--- src/rtl/mesi_pkg.sv ---
`timescale 1ns/1ps
package mesi_pkg;

  typedef enum logic [1:0] {
    ST_I = 2'd0,
    ST_S = 2'd1,
    ST_E = 2'd2,
    ST_M = 2'd3
  } coh_t;

  typedef enum logic [2:0] {
    BC_NONE = 3'd0,
    BC_RD   = 3'd1,
    BC_RDX  = 3'd2,
    BC_INV  = 3'd3,
    BC_WB   = 3'd4
  } bcmd_t;

  // State a hit line takes after another node's transaction.
  function automatic coh_t coh_after_snoop(coh_t s, bcmd_t c);
    case (c)
      BC_RD:         return (s == ST_I) ? ST_I : ST_S;
      BC_RDX, BC_INV: return ST_I;
      default:       return s;
    endcase
  endfunction

  // State a line is installed in when its fill word arrives.
  function automatic coh_t coh_on_fill(logic is_store, logic others_hold);
    if (is_store)    return ST_M;
    if (others_hold) return ST_S;
    return ST_E;
  endfunction

  // Stores that finish without the bus.
  function automatic logic coh_store_local(coh_t s);
    return (s == ST_E) || (s == ST_M);
  endfunction

endpackage

--- src/rtl/mesi_line_array.sv ---
`timescale 1ns/1ps
module mesi_line_array
  import mesi_pkg::*;
#(
  parameter int IDX_W  = 2,
  parameter int TAG_W  = 6,
  parameter int DATA_W = 16
) (
  input  logic              clk,
  input  logic              rst_n,
  input  logic [IDX_W-1:0]  look_idx,
  output coh_t              look_st,
  output logic [TAG_W-1:0]  look_tag,
  output logic [DATA_W-1:0] look_dat,
  input  logic [IDX_W-1:0]  snp_idx,
  output coh_t              snp_st,
  output logic [TAG_W-1:0]  snp_tag,
  output logic [DATA_W-1:0] snp_dat,
  input  logic              fill_we,
  input  logic [IDX_W-1:0]  fill_idx,
  input  coh_t              fill_st,
  input  logic [TAG_W-1:0]  fill_tag,
  input  logic [DATA_W-1:0] fill_dat,
  input  logic              snp_we,
  input  coh_t              snp_st_new
);
  localparam int LINES = 1 << IDX_W;

  coh_t              st_q  [LINES];
  logic [TAG_W-1:0]  tag_q [LINES];
  logic [DATA_W-1:0] dat_q [LINES];

  // Snoop update is applied last so it wins on a shared index.
  always_ff @(posedge clk or negedge rst_n) begin
    if (!rst_n) begin
      for (int i = 0; i < LINES; i++) begin
        st_q[i]  <= ST_I;
        tag_q[i] <= '0;
        dat_q[i] <= '0;
      end
    end else begin
      for (int i = 0; i < LINES; i++) begin
        if (fill_we && fill_idx == IDX_W'(i)) begin
          st_q[i]  <= fill_st;
          tag_q[i] <= fill_tag;
          dat_q[i] <= fill_dat;
        end
        if (snp_we && snp_idx == IDX_W'(i)) st_q[i] <= snp_st_new;
      end
    end
  end

  assign look_st  = st_q[look_idx];
  assign look_tag = tag_q[look_idx];
  assign look_dat = dat_q[look_idx];
  assign snp_st   = st_q[snp_idx];
  assign snp_tag  = tag_q[snp_idx];
  assign snp_dat  = dat_q[snp_idx];

endmodule

--- src/rtl/mesi_snoop_unit.sv ---
`timescale 1ns/1ps
module mesi_snoop_unit
  import mesi_pkg::*;
#(
  parameter int TAG_W  = 6,
  parameter int DATA_W = 16
) (
  input  logic              clk,
  input  logic              rst_n,
  input  logic              snp_valid,
  input  bcmd_t             snp_cmd,
  input  logic [TAG_W-1:0]  snp_tag_in,
  input  coh_t              line_st,
  input  logic [TAG_W-1:0]  line_tag,
  input  logic [DATA_W-1:0] line_dat,
  output logic              hit_shared,
  output logic              hit_supply,
  output logic [DATA_W-1:0] supply_dat,
  output logic              upd_we,
  output coh_t              upd_st
);
  logic snp_hit;
  logic cmd_fetch;

  assign snp_hit    = snp_valid && (line_st != ST_I) && (line_tag == snp_tag_in);
  assign cmd_fetch  = (snp_cmd == BC_RD) || (snp_cmd == BC_RDX);
  assign hit_shared = snp_hit && (snp_cmd == BC_RD);
  assign hit_supply = snp_hit && cmd_fetch && (line_st == ST_M);
  assign supply_dat = line_dat;
  assign upd_st     = coh_after_snoop(line_st, snp_cmd);
  assign upd_we     = snp_hit && (cmd_fetch || snp_cmd == BC_INV);

  // supplying a dirty word always changes the owner's state
  a_r8_supply_moves_state: assert property (@(posedge clk) disable iff (!rst_n)
    hit_supply |-> upd_we && upd_st != ST_M);

  // an invalidate hit never leaves a valid copy behind
  a_r9_inv_kills: assert property (@(posedge clk) disable iff (!rst_n)
    (upd_we && snp_cmd == BC_INV) |-> upd_st == ST_I);

endmodule

--- src/rtl/mesi_snoop_ctrl.sv ---
`timescale 1ns/1ps
module mesi_snoop_ctrl
  import mesi_pkg::*;
#(
  parameter int ADDR_W = 8,
  parameter int IDX_W  = 2,
  parameter int DATA_W = 16
) (
  input  logic              clk,
  input  logic              rst_n,
  input  logic              cpu_valid,
  input  logic              cpu_write,
  input  logic [ADDR_W-1:0] cpu_addr,
  input  logic [DATA_W-1:0] cpu_wdata,
  output logic              cpu_ready,
  output logic [DATA_W-1:0] cpu_rdata,
  output logic              bus_req,
  input  logic              bus_gnt,
  output logic [2:0]        bus_cmd,
  output logic [ADDR_W-1:0] bus_addr,
  output logic [DATA_W-1:0] bus_wdata,
  input  logic              bus_rsp_valid,
  input  logic [DATA_W-1:0] bus_rsp_data,
  input  logic              bus_shared_in,
  input  logic              snp_valid,
  input  logic [2:0]        snp_cmd,
  input  logic [ADDR_W-1:0] snp_addr,
  output logic              snp_shared,
  output logic              snp_supply,
  output logic [DATA_W-1:0] snp_data
);
  localparam int TAG_W = ADDR_W - IDX_W;

  typedef enum logic [1:0] {P_IDLE, P_REQ, P_RSP} phase_t;

  phase_t            ph_q;
  logic [ADDR_W-1:0] req_addr_q;
  logic              req_wr_q;

  // Named internal events
  logic [IDX_W-1:0]  look_idx;
  logic [TAG_W-1:0]  look_tag_want;
  coh_t              cst;
  logic [TAG_W-1:0]  ctag;
  logic [DATA_W-1:0] cdat;
  logic              look_hit;
  logic              cpu_go, rd_hit, wr_local, need_bus;
  logic              victim_dirty;
  bcmd_t             cmd_now;
  logic [ADDR_W-1:0] addr_now;
  logic              fill_we;
  coh_t              fill_st;
  logic [TAG_W-1:0]  fill_tag;
  logic [DATA_W-1:0] fill_dat;
  coh_t              sst;
  logic [TAG_W-1:0]  stag;
  logic [DATA_W-1:0] sdat;
  logic              snp_we;
  coh_t              snp_st_new;

  assign look_idx      = (ph_q == P_IDLE) ? cpu_addr[IDX_W-1:0] : req_addr_q[IDX_W-1:0];
  assign look_tag_want = (ph_q == P_IDLE) ? cpu_addr[ADDR_W-1:IDX_W] : req_addr_q[ADDR_W-1:IDX_W];
  assign look_hit      = (cst != ST_I) && (ctag == look_tag_want);

  mesi_line_array #(.IDX_W(IDX_W), .TAG_W(TAG_W), .DATA_W(DATA_W)) u_lines (
    .clk(clk), .rst_n(rst_n),
    .look_idx(look_idx), .look_st(cst), .look_tag(ctag), .look_dat(cdat),
    .snp_idx(snp_addr[IDX_W-1:0]), .snp_st(sst), .snp_tag(stag), .snp_dat(sdat),
    .fill_we(fill_we), .fill_idx(look_idx), .fill_st(fill_st),
    .fill_tag(fill_tag), .fill_dat(fill_dat),
    .snp_we(snp_we), .snp_st_new(snp_st_new)
  );

  mesi_snoop_unit #(.TAG_W(TAG_W), .DATA_W(DATA_W)) u_snoop (
    .clk(clk), .rst_n(rst_n),
    .snp_valid(snp_valid), .snp_cmd(bcmd_t'(snp_cmd)),
    .snp_tag_in(snp_addr[ADDR_W-1:IDX_W]),
    .line_st(sst), .line_tag(stag), .line_dat(sdat),
    .hit_shared(snp_shared), .hit_supply(snp_supply), .supply_dat(snp_data),
    .upd_we(snp_we), .upd_st(snp_st_new)
  );

  // Processor side: a snoop in the same cycle stalls the lookup.
  assign cpu_go       = (ph_q == P_IDLE) && cpu_valid && !snp_valid;
  assign rd_hit       = cpu_go && !cpu_write && look_hit;
  assign wr_local     = cpu_go && cpu_write && look_hit && coh_store_local(cst);
  assign need_bus     = cpu_go && !rd_hit && !wr_local;
  assign victim_dirty = (cst == ST_M) && !look_hit;
  assign cpu_ready    = rd_hit || wr_local;
  assign cpu_rdata    = cdat;
  assign bus_req      = (ph_q == P_REQ);

  always_comb begin
    cmd_now  = BC_NONE;
    addr_now = req_addr_q;
    fill_we  = 1'b0;
    fill_st  = cst;
    fill_tag = ctag;
    fill_dat = cdat;
    unique case (ph_q)
      P_IDLE: if (wr_local) begin
        fill_we  = 1'b1;
        fill_st  = ST_M;
        fill_dat = cpu_wdata;
      end
      P_REQ: if (bus_gnt) begin
        if (victim_dirty) begin
          cmd_now  = BC_WB;
          addr_now = {ctag, look_idx};
          fill_we  = 1'b1;
          fill_st  = ST_I;
        end else if (req_wr_q && look_hit && cst == ST_S) begin
          cmd_now = BC_INV;
          fill_we = 1'b1;
          fill_st = ST_M;
        end else begin
          cmd_now = req_wr_q ? BC_RDX : BC_RD;
        end
      end
      P_RSP: if (bus_rsp_valid) begin
        fill_we  = 1'b1;
        fill_st  = coh_on_fill(req_wr_q, bus_shared_in);
        fill_tag = look_tag_want;
        fill_dat = bus_rsp_data;
      end
      default: ;
    endcase
  end

  assign bus_cmd   = cmd_now;
  assign bus_addr  = addr_now;
  assign bus_wdata = cdat;

  always_ff @(posedge clk or negedge rst_n) begin
    if (!rst_n) begin
      ph_q       <= P_IDLE;
      req_addr_q <= '0;
      req_wr_q   <= 1'b0;
    end else begin
      unique case (ph_q)
        P_IDLE: if (need_bus) begin
          ph_q       <= P_REQ;
          req_addr_q <= cpu_addr;
          req_wr_q   <= cpu_write;
        end
        P_REQ: begin
          if (cmd_now == BC_INV) ph_q <= P_IDLE;
          else if (cmd_now == BC_RD || cmd_now == BC_RDX) ph_q <= P_RSP;
        end
        P_RSP: if (bus_rsp_valid) ph_q <= P_IDLE;
        default: ph_q <= P_IDLE;
      endcase
    end
  end

  // nothing is driven on the bus without an own request and grant
  a_r1_bus_only_granted: assert property (@(posedge clk) disable iff (!rst_n)
    (bus_cmd != BC_NONE) |-> (bus_req && bus_gnt));

  // a plain read is only fetched for a load
  a_r2_read_for_load: assert property (@(posedge clk) disable iff (!rst_n)
    (bus_cmd == BC_RD) |-> !req_wr_q);

  // an invalidate is only broadcast over a shared copy for a store
  a_r5_inv_from_shared: assert property (@(posedge clk) disable iff (!rst_n)
    (bus_cmd == BC_INV) |-> (cst == ST_S && req_wr_q));

  // read-exclusive is only fetched for a store
  a_r6_rdx_for_store: assert property (@(posedge clk) disable iff (!rst_n)
    (bus_cmd == BC_RDX) |-> req_wr_q);

  // a write-back is followed by a further request for the fetch
  a_r10_wb_then_fetch: assert property (@(posedge clk) disable iff (!rst_n)
    (bus_cmd == BC_WB) |=> bus_req);

  // the processor never completes in a snoop cycle
  a_r12_snoop_first: assert property (@(posedge clk) disable iff (!rst_n)
    snp_valid |-> !cpu_ready);

endmodule

--- config.mk ---
export PLATFORM = sky130hd
export DESIGN_NAME = mesi_snoop_ctrl
export DESIGN_NICKNAME = d
export VERILOG_FILES = /design/src/rtl/mesi_pkg.sv /design/src/rtl/mesi_line_array.sv /design/src/rtl/mesi_snoop_unit.sv /design/src/rtl/mesi_snoop_ctrl.sv
export SDC_FILE = /design/constraint.sdc
export NUM_CORES = 1
export LEC_CHECK = 0
export ABC_AREA = 1
export BUFFER_PORTS_ARGS = -buffer_cell sky130_fd_sc_hd__buf_2
export CORE_MARGIN = 2
export CORE_UTILIZATION = 40
export DETAILED_ROUTE_END_ITERATION = 8
export PLACE_DENSITY = 0.58
export SETUP_SLACK_MARGIN = 0.3
export SLEW_MARGIN = 20
export SYNTH_ARGS = -nofsm -noshare
export SYNTH_HDL_FRONTEND = slang
export SYNTH_HIERARCHICAL = 1
export SYNTH_SLANG_ARGS = --single-unit
--- constraint.sdc ---
create_clock -name clk -period 7.55 [get_ports clk]
set_input_delay 0.755 -clock clk [delete_from_list [all_inputs] [get_ports clk]]
set_output_delay 0.755 -clock clk [all_outputs]
set_load 0.01 [all_outputs]
==> summary.md, run 1 <==
| Metric | Value |
|---|---|
| Post-detailed-route wirelength per cell | `15.9 um` |
| Top FF cell, synth | `dfrtp_1` |
| Register-to-Register Path Depth | `21` |
| Maximum clock skew at final layout | `0.0111 ns` |
| Yosys warning count | `6` |
| Core Area | `0.0174 mm2` |
| Synthesized instance count | `1077` |
| Signed area change from the synthesized netlist to the final layout | `9.87%` |
| Achievable Freq | `174 MHz` |
| Total of hold buffers inserted after clock tree synthesis | `0` |
| Smallest hold slack | `0.326 ns` |
| Area leader, netlist | `dfrtp_1` |
| DRC viols | `0` |
| Congestion Overflow GR | `0` |
| Final period utilization | `76.3%` |
| Transition time of the tightest slew-check pin | `1.10 ns` |
| Part of the total power dissipated in the clock network | `12.9%` |
| Commonest non-fill, non-tap cells in the layout | `nand2_1, o21ai_0, buf_2` |
| Ys async rst share | `100%` |
| Post-synthesis instance area | `0.00712 mm2` |
| Total of endpoints with negative setup slack in the final report | `0` |
| Data required time of the worst path | `7.80 ns` |
| Post-synthesis net count | `1136` |
| Routability congestion estimate from global placement | `0.854` |
| Final Net Count | `1188` |
| Clock-pin slew on the worst setup and hold paths | `0.07 ns` |
| Overall die area | `0.0189 mm2` |
| Number of buffer and inverter stages on the critical path | `5` |
| Yosys reg bits | `107` |
| Sequential element share of the synthesized area | `37.6%` |
| Clock buffers created by TritonCTS | `9` |
| Internal Power | `1.79 mW` |
| Final instance area | `0.00783 mm2` |
| Logic gate share of total power | `61.0%` |
| Clock root buffer | `clkbuf_16` |
| Sink count of the clock tree | `107` |
| DRT Wirelength | `21600 um` |
| Critical path depth in cells | `21` |
| Share of the synthesized area in the top cell type | `37.6%` |
| Max_slew headroom | `26.5%` |
| Max Root-Sink Buffers | `2` |
| Starting DRT DRC Count | `669` |
| Post-CTS repair timing setup buffer count | `0` |
| Run status | `completed` |
| Proportion of power drawn by flip-flops and latches | `26.1%` |
| CTS resizes | `0` |
| Placed standard-cell area | `0.00753 mm2` |
| VDD IR-drop max | `0.244 mV` |
| Die width | `137 um` |
| Largest incremental delay on the critical path | `0.71 ns` |
| Maximum fanout count along the critical path | `45` |
| Pwr Total | `3.79 mW` |
| Worst slack, placed | `1.76 ns` |
| Sw Share | `52.8%` |
| Slowest stage cell, crit path | `nand3_2` |
| Reported net switching power | `2.00 mW` |
| Final worst-path setup slack | `1.79 ns` |
| Remaining number of nets flagged by the antenna check after routing | `0` |
| Via density | `5.14` |
| CP Capture Type | `flop` |
| Gate family responsible for the most delay along the worst path | `simple AND/OR/NAND/NOR gates` |
| Layout cells sized above 1 | `15.3%` |
| Final critical delay including setup and external delays | `5.76 ns` |
| Nature of the critical path startpoint | `flop` |
| Vias in the first global route | `6391` |
| Most prevalent standard cell on the critical path | `nand2_1` |
| Cell leakage power | `4.08 nW` |
| Source-to-sink clock delay at the later pin of the worst-skew pair | `0.36 ns` |
| # H-tree levels | `3` |
| Count of final max-slew check failures | `0` |
| Total negative setup slack | `0 ns` |
| Number of enable flip-flop cells after synthesis | `0` |
| Vert. Die Dim | `137 um` |
| Data arrival, critical path | `6.01 ns` |
| Count of input and output buffers | `121` |
| Leading cell type in the layout, fill and taps excluded | `nand2_1` |
| TritonCTS clock tree | `done` |
| Path category of the worst min-delay check | `input port to async pin` |
| HPWL after detailed placement | `14700 um` |
| Worst Path Class, Setup | `flop to flop` |
| Antenna violations before repair | `0` |
| Unrepaired setup endpoints after global routing | `false` |
| Mean post-synth cell area | `6.61 um2` |
| Number of detailed-routing iterations run before antenna repair | `6` |
| Cells along the critical path | `inv_2 -> nand2_4 -> nand2_1 -> o21ai_2 -> buf_4 -> inv_1 -> o21ai_0 -> o22ai_1 -> inv_1 -> nand2_1 -> nand2_1 -> inv_1 -> nand3_2 -> nor2_4 -> nor2_1 -> nand2_1 -> nand4_1 -> nand3_2 -> nand2_1 -> nand3_1 -> nand2_1` |
| Max-capacitance violation count | `0` |
| Global-route usage over all layers | `23.6%` |
| Number of rows in the core area | `48` |
| Global-route wire length before repair | `34200 um` |
| Largest net degree at the start of global routing | `77` |
| Fin. Hold Viols | `0` |
| Count of different cell masters after synthesis | `28` |
| Area contributors post-synth | `dfrtp_1, nand2_1, o21ai_0` |
| Diodes inserted | `0` |
| Initial Utilization | `41.0%` |
| DR vias | `6983` |
| Number of placed I/O pins | `122` |
| Total power density per cell area | `484 mW/mm2` |
synthesized netlist by cell type (3+ instances only):
cell and instances:
inv_2 7, nor2_4 3, nand4_1 28, inv_1 118, nand2_1 361, buf_2 21
clkbuf_2 3, nor2_1 66, nand3_1 88, o21ai_1 11, buf_6 8, clkbuf_1 17
o21ai_0 153, nand2_2 4, dfrtp_1 107, nand3_2 4, buf_4 38, o22ai_1 24
a21oi_1 4, nor3_2 3
power by group through the flow:
stage	combinational, mW	sequential [mW]	clock [mW]
detailed placement	2.29	0.993	0
floorplan	1.74	0.939	0
global placement	2.29	0.998	0
global route	2.63	1.02	0.517
finish	2.31	0.989	0.488
CTS	2.30	0.984	0.494
per-layer routing:
layer	track usage [%]	wire, um	vias up
met5	0	0	-
li1	-	-	3520
met2	35.2	9230	205
met3	3.13	1090	16
met4	6.82	294	0
met1	35.5	11000	3242
worst paths after layout:
kind	startpoint	to	slack (ns)
max in group asynchronous	rst_n	u_lines/dat_q[45]	6.16
min in group clk	u_lines/tag_q[8]	u_lines/tag_q[8]	0.51
max	ph_q[0]	u_lines/st_q[4]	1.79
max reg2reg	ph_q[0]	u_lines/st_q[4]	1.79
min	rst_n	u_lines/dat_q[35]	0.33
min reg2reg	u_lines/tag_q[8]	u_lines/tag_q[8]	0.51
logic make-up (layout without fill, tap and decap cells):
logic type,after synthesis,after routing,synth area share [%]
simple gates,563,563,33.8
compound gates,193,193,14.0
flops,107,107,37.6
buf+inv,213,270,14.5
xor+xnor,1,1,0.123
registers in the layout, summed over array words and instances (netlist names):
register / count
u_lines/st_q: 8
u_lines/tag_q: 24
req_wr_q: 1
u_lines/dat_q: 64
ph_q: 2
req_addr_q: 8
worst reg2reg max path, stage by stage (launching register included):
cell	delay, ns
dfrtp_1	0.44
inv_2	0.11
nand2_4	0.13
nand2_1	0.11
o21ai_2	0.18
buf_4	0.29
inv_1	0.68
o21ai_0	0.21
o22ai_1	0.56
inv_1	0.19
nand2_1	0.14
nand2_1	0.06
inv_1	0.06
nand3_2	0.08
nor2_4	0.47
nor2_1	0.14
nand2_1	0.36
nand4_1	0.31
nand3_2	0.71
nand2_1	0.22
nand3_1	0.15
nand2_1	0.05
cell type report:
type	instances	area (um2)
multi-input combinational	757	3430
clock inverter	6	66.3
inverter	125	469
fill	1826	9530
tap	225	282
sequential	107	2680
timing repair buffer	129	672
clock buffer	10	229
through the flow:
step / std cells / utilization, %
CTS: 1359 / 45.1
global route: 1359 / 45.1
detailed placement: 1343 / 43.4
finish: 1359 / 45.1
floorplan: 1077 / -
global placement: 1343 / 43.4
Note: power is estimated with default switching activity, not from simulation.
==> run 2, diff against run 1 <==
Clock period 7.55 ns to 6 ns, I/O delays scaled along.
==> summary.md, run 2 (synthesis results as in run 1) <==
| Metric | Value |
|---|---|
| Run status | `completed` |
| DR vias | `7099 (+1.7%)` |
| Via density | `5.21 (+1.4%)` |
| Max Root-Sink Buffers | `2 (unchanged)` |
| Vert. Die Dim | `137 um (unchanged)` |
| Commonest non-fill, non-tap cells in the layout | `nand2_1, o21ai_0, buf_2` |
| Diodes inserted | `0 (unchanged)` |
| Number of flip-flops under the largest register name | `64 (unchanged)` |
| Total negative setup slack | `0 ns (unchanged)` |
| Reg-to-reg critical path endpoint | `u_lines/st_q[3]` |
| Largest incremental delay on the critical path | `0.65 ns (-0.06 ns)` |
| Overall die area | `0.0189 mm2 (unchanged)` |
| Number of detailed-routing iterations run before antenna repair | `5 (-1)` |
| DRT Wirelength | `22300 um (+3.4%)` |
| Maximum clock skew at final layout | `0.00904 ns (-0.00207 ns)` |
| Path category of the worst min-delay check | `input port to async pin` |
| Congestion Overflow GR | `0 (unchanged)` |
| TritonCTS clock tree | `done` |
| Cell leakage power | `4.12 nW (+1.0%)` |
| Achievable Freq | `200 MHz (+15%)` |
| Clock root buffer | `clkbuf_16` |
| Final cell utilization of the core | `45.5% (+0.36 points)` |
| Vias in the first global route | `6330 (-0.95%)` |
| Total of hold buffers inserted after clock tree synthesis | `0 (unchanged)` |
| Amount of wire on met3 after detailed routing | `1410 um (+29%)` |
| Core Area | `0.0174 mm2 (unchanged)` |
| Number of cells after detailed placement | `1347 (+0.30%)` |
| Starting DRT DRC Count | `730 (+9.1%)` |
| R2r startpoint | `ph_q[0]` |
| Part of the total power dissipated in the clock network | `13.4% (+0.5 points)` |
| Leading cell type in the layout, fill and taps excluded | `nand2_1` |
| Total power density per cell area | `615 mW/mm2 (+27%)` |
| CP Capture Type | `flop` |
| Internal Power | `2.31 mW (+29%)` |
| Initial Utilization | `41.0% (unchanged)` |
| Unrepaired setup endpoints after global routing | `false` |
| Max_slew headroom | `29.4% (+2.9 points)` |
| Count of input and output buffers | `121 (unchanged)` |
| Post-CTS repair timing setup buffer count | `0 (unchanged)` |
| Reg2reg setup slack | `1.01 ns (-0.78 ns)` |
| Final Non-Filler Cells | `1362 (+0.22%)` |
| Sink count of the clock tree | `107 (unchanged)` |
| Number of rows in the core area | `48 (unchanged)` |
| Layout cells sized above 1 | `15.6% (+0.31 points)` |
| Source-to-sink clock delay at the later pin of the worst-skew pair | `0.36 ns (about the same)` |
| Final period utilization | `83.2% (+6.9 points)` |
| Remaining number of nets flagged by the antenna check after routing | `0 (unchanged)` |
| Global-route usage over all layers | `24.3% (+0.75 points)` |
| Clock-pin slew on the worst setup and hold paths | `0.08 ns (about the same)` |
| Clock buffers created by TritonCTS | `9 (unchanged)` |
| Global-route wire length before repair | `35100 um (+2.7%)` |
| Data required time of the worst path | `6.23 ns (-1.57 ns)` |
| Final critical delay including setup and external delays | `4.99 ns (-0.766 ns)` |
| Slowest stage cell, crit path | `inv_1` |
| Die width | `137 um (unchanged)` |
| Cells along the critical path | `inv_2 -> nand2_4 -> nand2_1 -> o21ai_2 -> inv_1 -> o21ai_0 -> o22ai_1 -> inv_1 -> nand2_1 -> nand2_1 -> inv_1 -> nand3_2 -> nor2_4 -> nor2_1 -> nand2_1 -> nand4_1 -> nand3_1 -> buf_12 -> nor2_1 -> nand2_1 -> nand3_1` |
| Sw Share | `52.5% (-0.37 points)` |
| Max-capacitance violation count | `0 (unchanged)` |
| Final Net Count | `1192 (+0.34%)` |
| Most prevalent standard cell on the critical path | `nand2_1` |
| Fin. Hold Viols | `0 (unchanged)` |
| Transition time of the tightest slew-check pin | `1.06 ns (-0.0436 ns)` |
| Data arrival, critical path | `5.23 ns (-0.78 ns)` |
| Maximum fanout count along the critical path | `34 (-24%)` |
| Reported net switching power | `2.54 mW (+27%)` |
| Highest routed layer | `met4` |
| Detailed route wirelength on metal2 | `9650 um (+4.6%)` |
| Biggest register | `u_lines/dat_q` |
| Largest net degree at the start of global routing | `83 (+7.8%)` |
| Nature of the critical path startpoint | `flop` |
| Length of routed wiring on met1 | `11000 um (+0.37%)` |
| HPWL after detailed placement | `15100 um (+2.8%)` |
| Critical path depth in cells | `21 (unchanged)` |
| Logic gate share of total power | `60.6% (-0.4 points)` |
| Worst Path Class, Setup | `flop to flop` |
| DRC viols | `0 (unchanged)` |
| Total of endpoints with negative setup slack in the final report | `0 (unchanged)` |
| Signed area change from the synthesized netlist to the final layout | `10.8%` |
| Antenna violations before repair | `0 (unchanged)` |
| Number of buffer and inverter stages on the critical path | `5 (unchanged)` |
| Register-to-Register Path Depth | `21 (unchanged)` |
| CTS resizes | `0 (unchanged)` |
| Number of placed I/O pins | `122 (unchanged)` |
| Largest registers | `u_lines/dat_q: 64 flops, u_lines/tag_q: 24 flops` |
| Routability congestion estimate from global placement | `0.862 (+0.96%)` |
| Gate family responsible for the most delay along the worst path | `simple AND/OR/NAND/NOR gates` |
| Count of final max-slew check failures | `0 (unchanged)` |
| Proportion of power drawn by flip-flops and latches | `25.9% (-0.2 points)` |
| VDD IR-drop max | `0.269 mV (+10%)` |
| # H-tree levels | `3 (unchanged)` |
| Post-detailed-route wirelength per cell | `16.4 um (+3.2%)` |
## run 2: cell type report
class,count,area (um2)
fill,1810,9470
multi-input combinational,757,3430
sequential,107,2680
timing repair buffer,133,714
tap,225,282
inverter,125,469
clock inverter,6,90.1
clock buffer,9,225
## run 2: worst max-delay path by stage
stage	startpoint	to	slack (ns)
after CTS	ph_q[0]	u_lines/st_q[3]	1.07
after detailed placement	cpu_addr[1]	u_lines/st_q[3]	1.06
final	ph_q[0]	u_lines/st_q[3]	1.01
after global placement	cpu_addr[1]	u_lines/tag_q[1]	1.24
after global routing	ph_q[1]	u_lines/tag_q[17]	0.55
after floorplan	ph_q[0]	u_lines/dat_q[16]	2.25
## run 2: routing by layer
metal / up-vias / global-route usage [%]
li1: 3527 / -
met1: 3301 / 38.0
met2: 252 / 35.0
met3: 19 / 3.27
met4: 0 / 6.30
met5: - / 0
## run 2: stage by stage
step	cell area, um2	hold slack [ns]	setup WS [ns]	total power [mW]
2_1_floorplan	7120	0.304	2.25	3.38
3_3_place_gp	7570	0.493	1.24	4.15
3_5_place_dp	7570	0.494	1.06	4.17
4_1_cts	7890	0.146	1.07	4.84
5_1_grt	7890	0.165	0.545	5.30
6_report	7890	0.142	1.01	4.85
## run 2: power groups by stage
| stage | Sequential (mW) | Combinational (mW) | Clock, mW |
|---|---|---|---|
| 6_report | 1.26 | 2.94 | 0.651 |
| 5_1_grt | 1.29 | 3.31 | 0.691 |
| 4_1_cts | 1.25 | 2.92 | 0.663 |
| 3_5_place_dp | 1.26 | 2.91 | 0 |
| 3_3_place_gp | 1.26 | 2.89 | 0 |
| 2_1_floorplan | 1.18 | 2.19 | 0 |
==> run 3, diff against run 2 <==
Settings changed: ABC_AREA 1 to 0, PLACE_DENSITY 0.58 to 0.59.
Clock period 6 ns to 4.7 ns, I/O delays scaled along.
==> summary.md, run 3 <==
| Metric | Value |
|---|---|
| Signed area change from the synthesized netlist to the final layout | `16.3%` |
| Area taken by flip-flops and latches | `0.00268 mm2 (about the same)` |
| Yosys warning count | `6 (unchanged)` |
| Biggest register | `u_lines/dat_q` |
| Clock buffers created by TritonCTS | `9 (unchanged)` |
| Proportion of power drawn by flip-flops and latches | `36.8% (+11 points)` |
| Cells along the critical path | `or2_4 -> mux2_4 -> mux4_2 -> or2_4 -> a2111oi_4 -> nor2_4 -> or3_4 -> buf_6 -> nand4_4 -> mux2_2 -> buf_2` |
| Slowest stage cell, crit path | `mux4_2` |
| Part of the total power dissipated in the clock network | `24.6% (+11 points)` |
| Area fraction in compound gates after synthesis | `7.39% (-6.6 points)` |
| Share of cell area taken by muxes after synthesis | `36.4% (+36 points)` |
| Worst Path Class, Setup | `flop to primary output` |
| CP Capture Type | `primary output` |
| Share of the synthesized area in the top cell type | `40.3% (+2.7 points)` |
| Simple logic cell fraction of the synthesized area | `6.80% (-27 points)` |
| Internal Power | `2.43 mW (+5.6%)` |
| Final Net Count | `650 (-45%)` |
| Data arrival, critical path | `3.84 ns (-1.39 ns)` |
| Leading cell type in the layout, fill and taps excluded | `buf_2` |
| Clock root buffer | `clkbuf_16` |
| VDD IR-drop max | `0.195 mV (-28%)` |
| Fin. Hold Viols | `0 (unchanged)` |
| Maximum fanout count along the critical path | `7 (-79%)` |
| Count of final max-slew check failures | `0 (unchanged)` |
| Main combinational cell family by area after synthesis | `multiplexers` |
| TritonCTS clock tree | `done` |
| Most frequent cells after synthesis | `mux2_2, dfrtp_1, mux4_2, buf_4, a21o_1` |
| Core Area | `0.0164 mm2 (-5.5%)` |
| Vert. Die Dim | `133 um (-3.4%)` |
| Post-synthesis instance area | `0.00664 mm2 (-6.8%)` |
| Largest net degree at the start of global routing | `75 (-9.6%)` |
| Global-route usage over all layers | `19.3% (-5.0 points)` |
| Xor and xnor fraction of the mapped netlist area | `1.98% (+1.9 points)` |
| Commonest non-fill, non-tap cells in the layout | `buf_2, mux2_2, dfrtp_1` |
| Synthesized-area fraction occupied by adder cells | `0% (unchanged)` |
| Number of filler cells placed in the layout | `1465 (-19%)` |
| Count of different cell masters after synthesis | `51 (+82%)` |
| Sequential element share of the synthesized area | `40.3% (+2.7 points)` |
| Reported net switching power | `1.21 mW (-53%)` |
| Diodes inserted | `0 (unchanged)` |
| Number of enable flip-flop cells after synthesis | `0 (unchanged)` |
| Most frequent cell after synthesis | `mux2_2` |
| Final worst-path setup slack | `0.389 ns (-0.616 ns)` |
| Post-synthesis net count | `553 (-51%)` |
| Synthesized instance count | `494 (-54%)` |
| Largest incremental delay on the critical path | `0.50 ns (-0.15 ns)` |
| Final critical delay including setup and external delays | `4.31 ns` |
| Max Root-Sink Buffers | `2 (unchanged)` |
| Most prevalent standard cell on the critical path | `or2_4` |
| Area leader, netlist | `dfrtp_1` |
| Initial Utilization | `40.5% (-0.58 points)` |
| Total of endpoints with negative setup slack in the final report | `0 (unchanged)` |
| Starting DRT DRC Count | `252 (-65%)` |
| Congestion Overflow GR | `0 (unchanged)` |
| Max-capacitance violation count | `0 (unchanged)` |
| Via density | `5.48 (+5.1%)` |
| Number of rows in the core area | `47 (-2.1%)` |
| Number of cells after detailed placement | `792 (-41%)` |
| Sw Share | `33.1% (-19 points)` |
| Count of input and output buffers | `121 (unchanged)` |
| Layout cells sized above 1 | `58.2% (+43 points)` |
| Vias in the first global route | `4726 (-25%)` |
| Number of placed I/O pins | `122 (unchanged)` |
| Achievable Freq | `232 MHz` |
| Total negative setup slack | `0 ns (unchanged)` |
| Reg2reg setup slack | `0.48 ns (-0.53 ns)` |
| Overall die area | `0.0176 mm2 (-6.6%)` |
| Die width | `133 um (-3.4%)` |
| Unrepaired setup endpoints after global routing | `false` |
| Logic gate share of total power | `38.5% (-22 points)` |
| Path category of the worst min-delay check | `input port to async pin` |
| Area of the multi-input gates | `0.00355 mm2 (+3.4%)` |
| Largest registers | `u_lines/dat_q: 64 flops, u_lines/tag_q: 24 flops` |
| Sink count of the clock tree | `107 (unchanged)` |
| Global-route wire length before repair | `26300 um (-25%)` |
| Data required time of the worst path | `4.23 ns (-2.00 ns)` |
| Transition time of the tightest slew-check pin | `0.959 ns (-0.0996 ns)` |
| Worst slack, placed | `0.319 ns (-0.743 ns)` |
| Maximum clock skew at final layout | `0.00714 ns (-0.00190 ns)` |
| Ys async rst share | `100% (unchanged)` |
| Final Non-Filler Cells | `816 (-40%)` |
| Final period utilization | `91.7%` |
| DR vias | `4469 (-37%)` |
| Number of flip-flops under the largest register name | `64 (unchanged)` |
| Nature of the critical path startpoint | `flop` |
| Antenna violations before repair | `0 (unchanged)` |
| HPWL after detailed placement | `11400 um (-24%)` |
| Max_slew headroom | `36.1% (+6.7 points)` |
| Routability congestion estimate from global placement | `0.795 (-7.7%)` |
| Yosys reg bits | `107 (unchanged)` |
| Cell leakage power | `3.87 nW (-6.2%)` |
| # H-tree levels | `3 (unchanged)` |
| Mean post-synth cell area | `13.4 um2 (+100%)` |
| Source-to-sink clock delay at the later pin of the worst-skew pair | `0.35 ns (about the same)` |
| Clock-pin slew on the worst setup and hold paths | `0.07 ns (about the same)` |
| Number of detailed-routing iterations run before antenna repair | `4 (-1)` |
| Remaining number of nets flagged by the antenna check after routing | `0 (unchanged)` |
| Post-detailed-route wirelength per cell | `19.8 um (+21%)` |
| Total power density per cell area | `471 mW/mm2 (-23%)` |
| DRC viols | `0 (unchanged)` |
| Run status | `completed` |
| DRT Wirelength | `16200 um (-28%)` |
| Top FF cell, synth | `dfrtp_1` |
| Area contributors post-synth | `dfrtp_1, mux2_2, mux4_2` |
[run 3: changes by cell type after synthesis, sizes merged, moves of 17 or more]
cell	change
nand3	-86
nor2	-51
a21o	+17
mux2	+110
o21ai	-161
mux4	+48
o22ai	-24
nand2	-356
nand4	-26
inv	-121
[run 3: worst paths after layout]
| check | endpoint | from | cells after the start |
|---|---|---|---|
| max | bus_addr[3] | ph_q[0] | 11 |
| min | u_lines/dat_q[60] | rst_n | 1 |
| max reg2reg | u_lines/dat_q[48] | ph_q[0] | 12 |
| min reg2reg | u_lines/tag_q[10] | u_lines/tag_q[10] | 1 |
| max in group asynchronous | u_lines/st_q[2] | rst_n | 2 |
| min in group clk | req_addr_q[6] | cpu_addr[6] | 2 |
[run 3: cell type report]
cell class / instances / share of cell area [%]
sequential: 107 / 34.7
tap: 220 / 3.56
clock buffer: 11 / 3.27
inverter: 4 / 0.194
clock inverter: 5 / 1.38
multi-input combinational: 319 / 45.9
timing repair buffer: 150 / 11.0
[run 3: repair_timing]
action	CTS	global route
hold buffers	0	0
pin swaps	1	2
setup buffers	4	4
gates resized for setup	2	5
setup endpoints to repair	6	28
[run 3: per-layer routing]
metal  GRT usage (%)  up-vias  share of wire [%]
met5               0        -                  0
met4            8.06        0                2.9
met3            3.10       26                5.2
met2            31.2      137                 49
met1            26.1     2271                 43
li1                -     2035                  -
[run 3: per-stage QoR]
step | hold WS, ns | power (mW) | cell area [um2] | util [%]
detailed placement | 0.508 | 2.74 | 7280 | 44.4
floorplan | 0.174 | 2.42 | 6710 | -
global route | 0.362 | 3.85 | 7720 | 47.1
finish | 0.271 | 3.64 | 7720 | 47.1
global placement | 0.499 | 2.70 | 7280 | 44.4
CTS | 0.314 | 3.66 | 7670 | 46.8
[run 3: worst max-delay path: cells and delay by family, from the launching register on]
kind,cells,cell delay [ns]
DFF,1,0.42
muxes,3,1.24
and+or+nand+nor,5,1.12
AOI/OAI and AO/OA,1,0.41
buffers and inverters,2,0.29
[run 3: logic make-up (layout without fill, tap and decap cells)]
| kind of cell | Yosys count | count (layout) |
|---|---|---|
| mux | 168 | 168 |
| flops | 107 | 107 |
| simple gates | 72 | 72 |
| buf+inv | 68 | 170 |
| compound gates | 64 | 64 |
| xor+xnor | 15 | 15 |
[run 3: power by group through the flow]
| stage | clock network, mW | logic, mW | registers (mW) |
|---|---|---|---|
| 2_1_floorplan | 0 | 1.14 | 1.29 |
| 4_1_cts | 0.919 | 1.40 | 1.34 |
| 6_report | 0.897 | 1.40 | 1.34 |
| 5_1_grt | 0.953 | 1.52 | 1.37 |
| 3_3_place_gp | 0 | 1.36 | 1.34 |
| 3_5_place_dp | 0 | 1.38 | 1.36 |
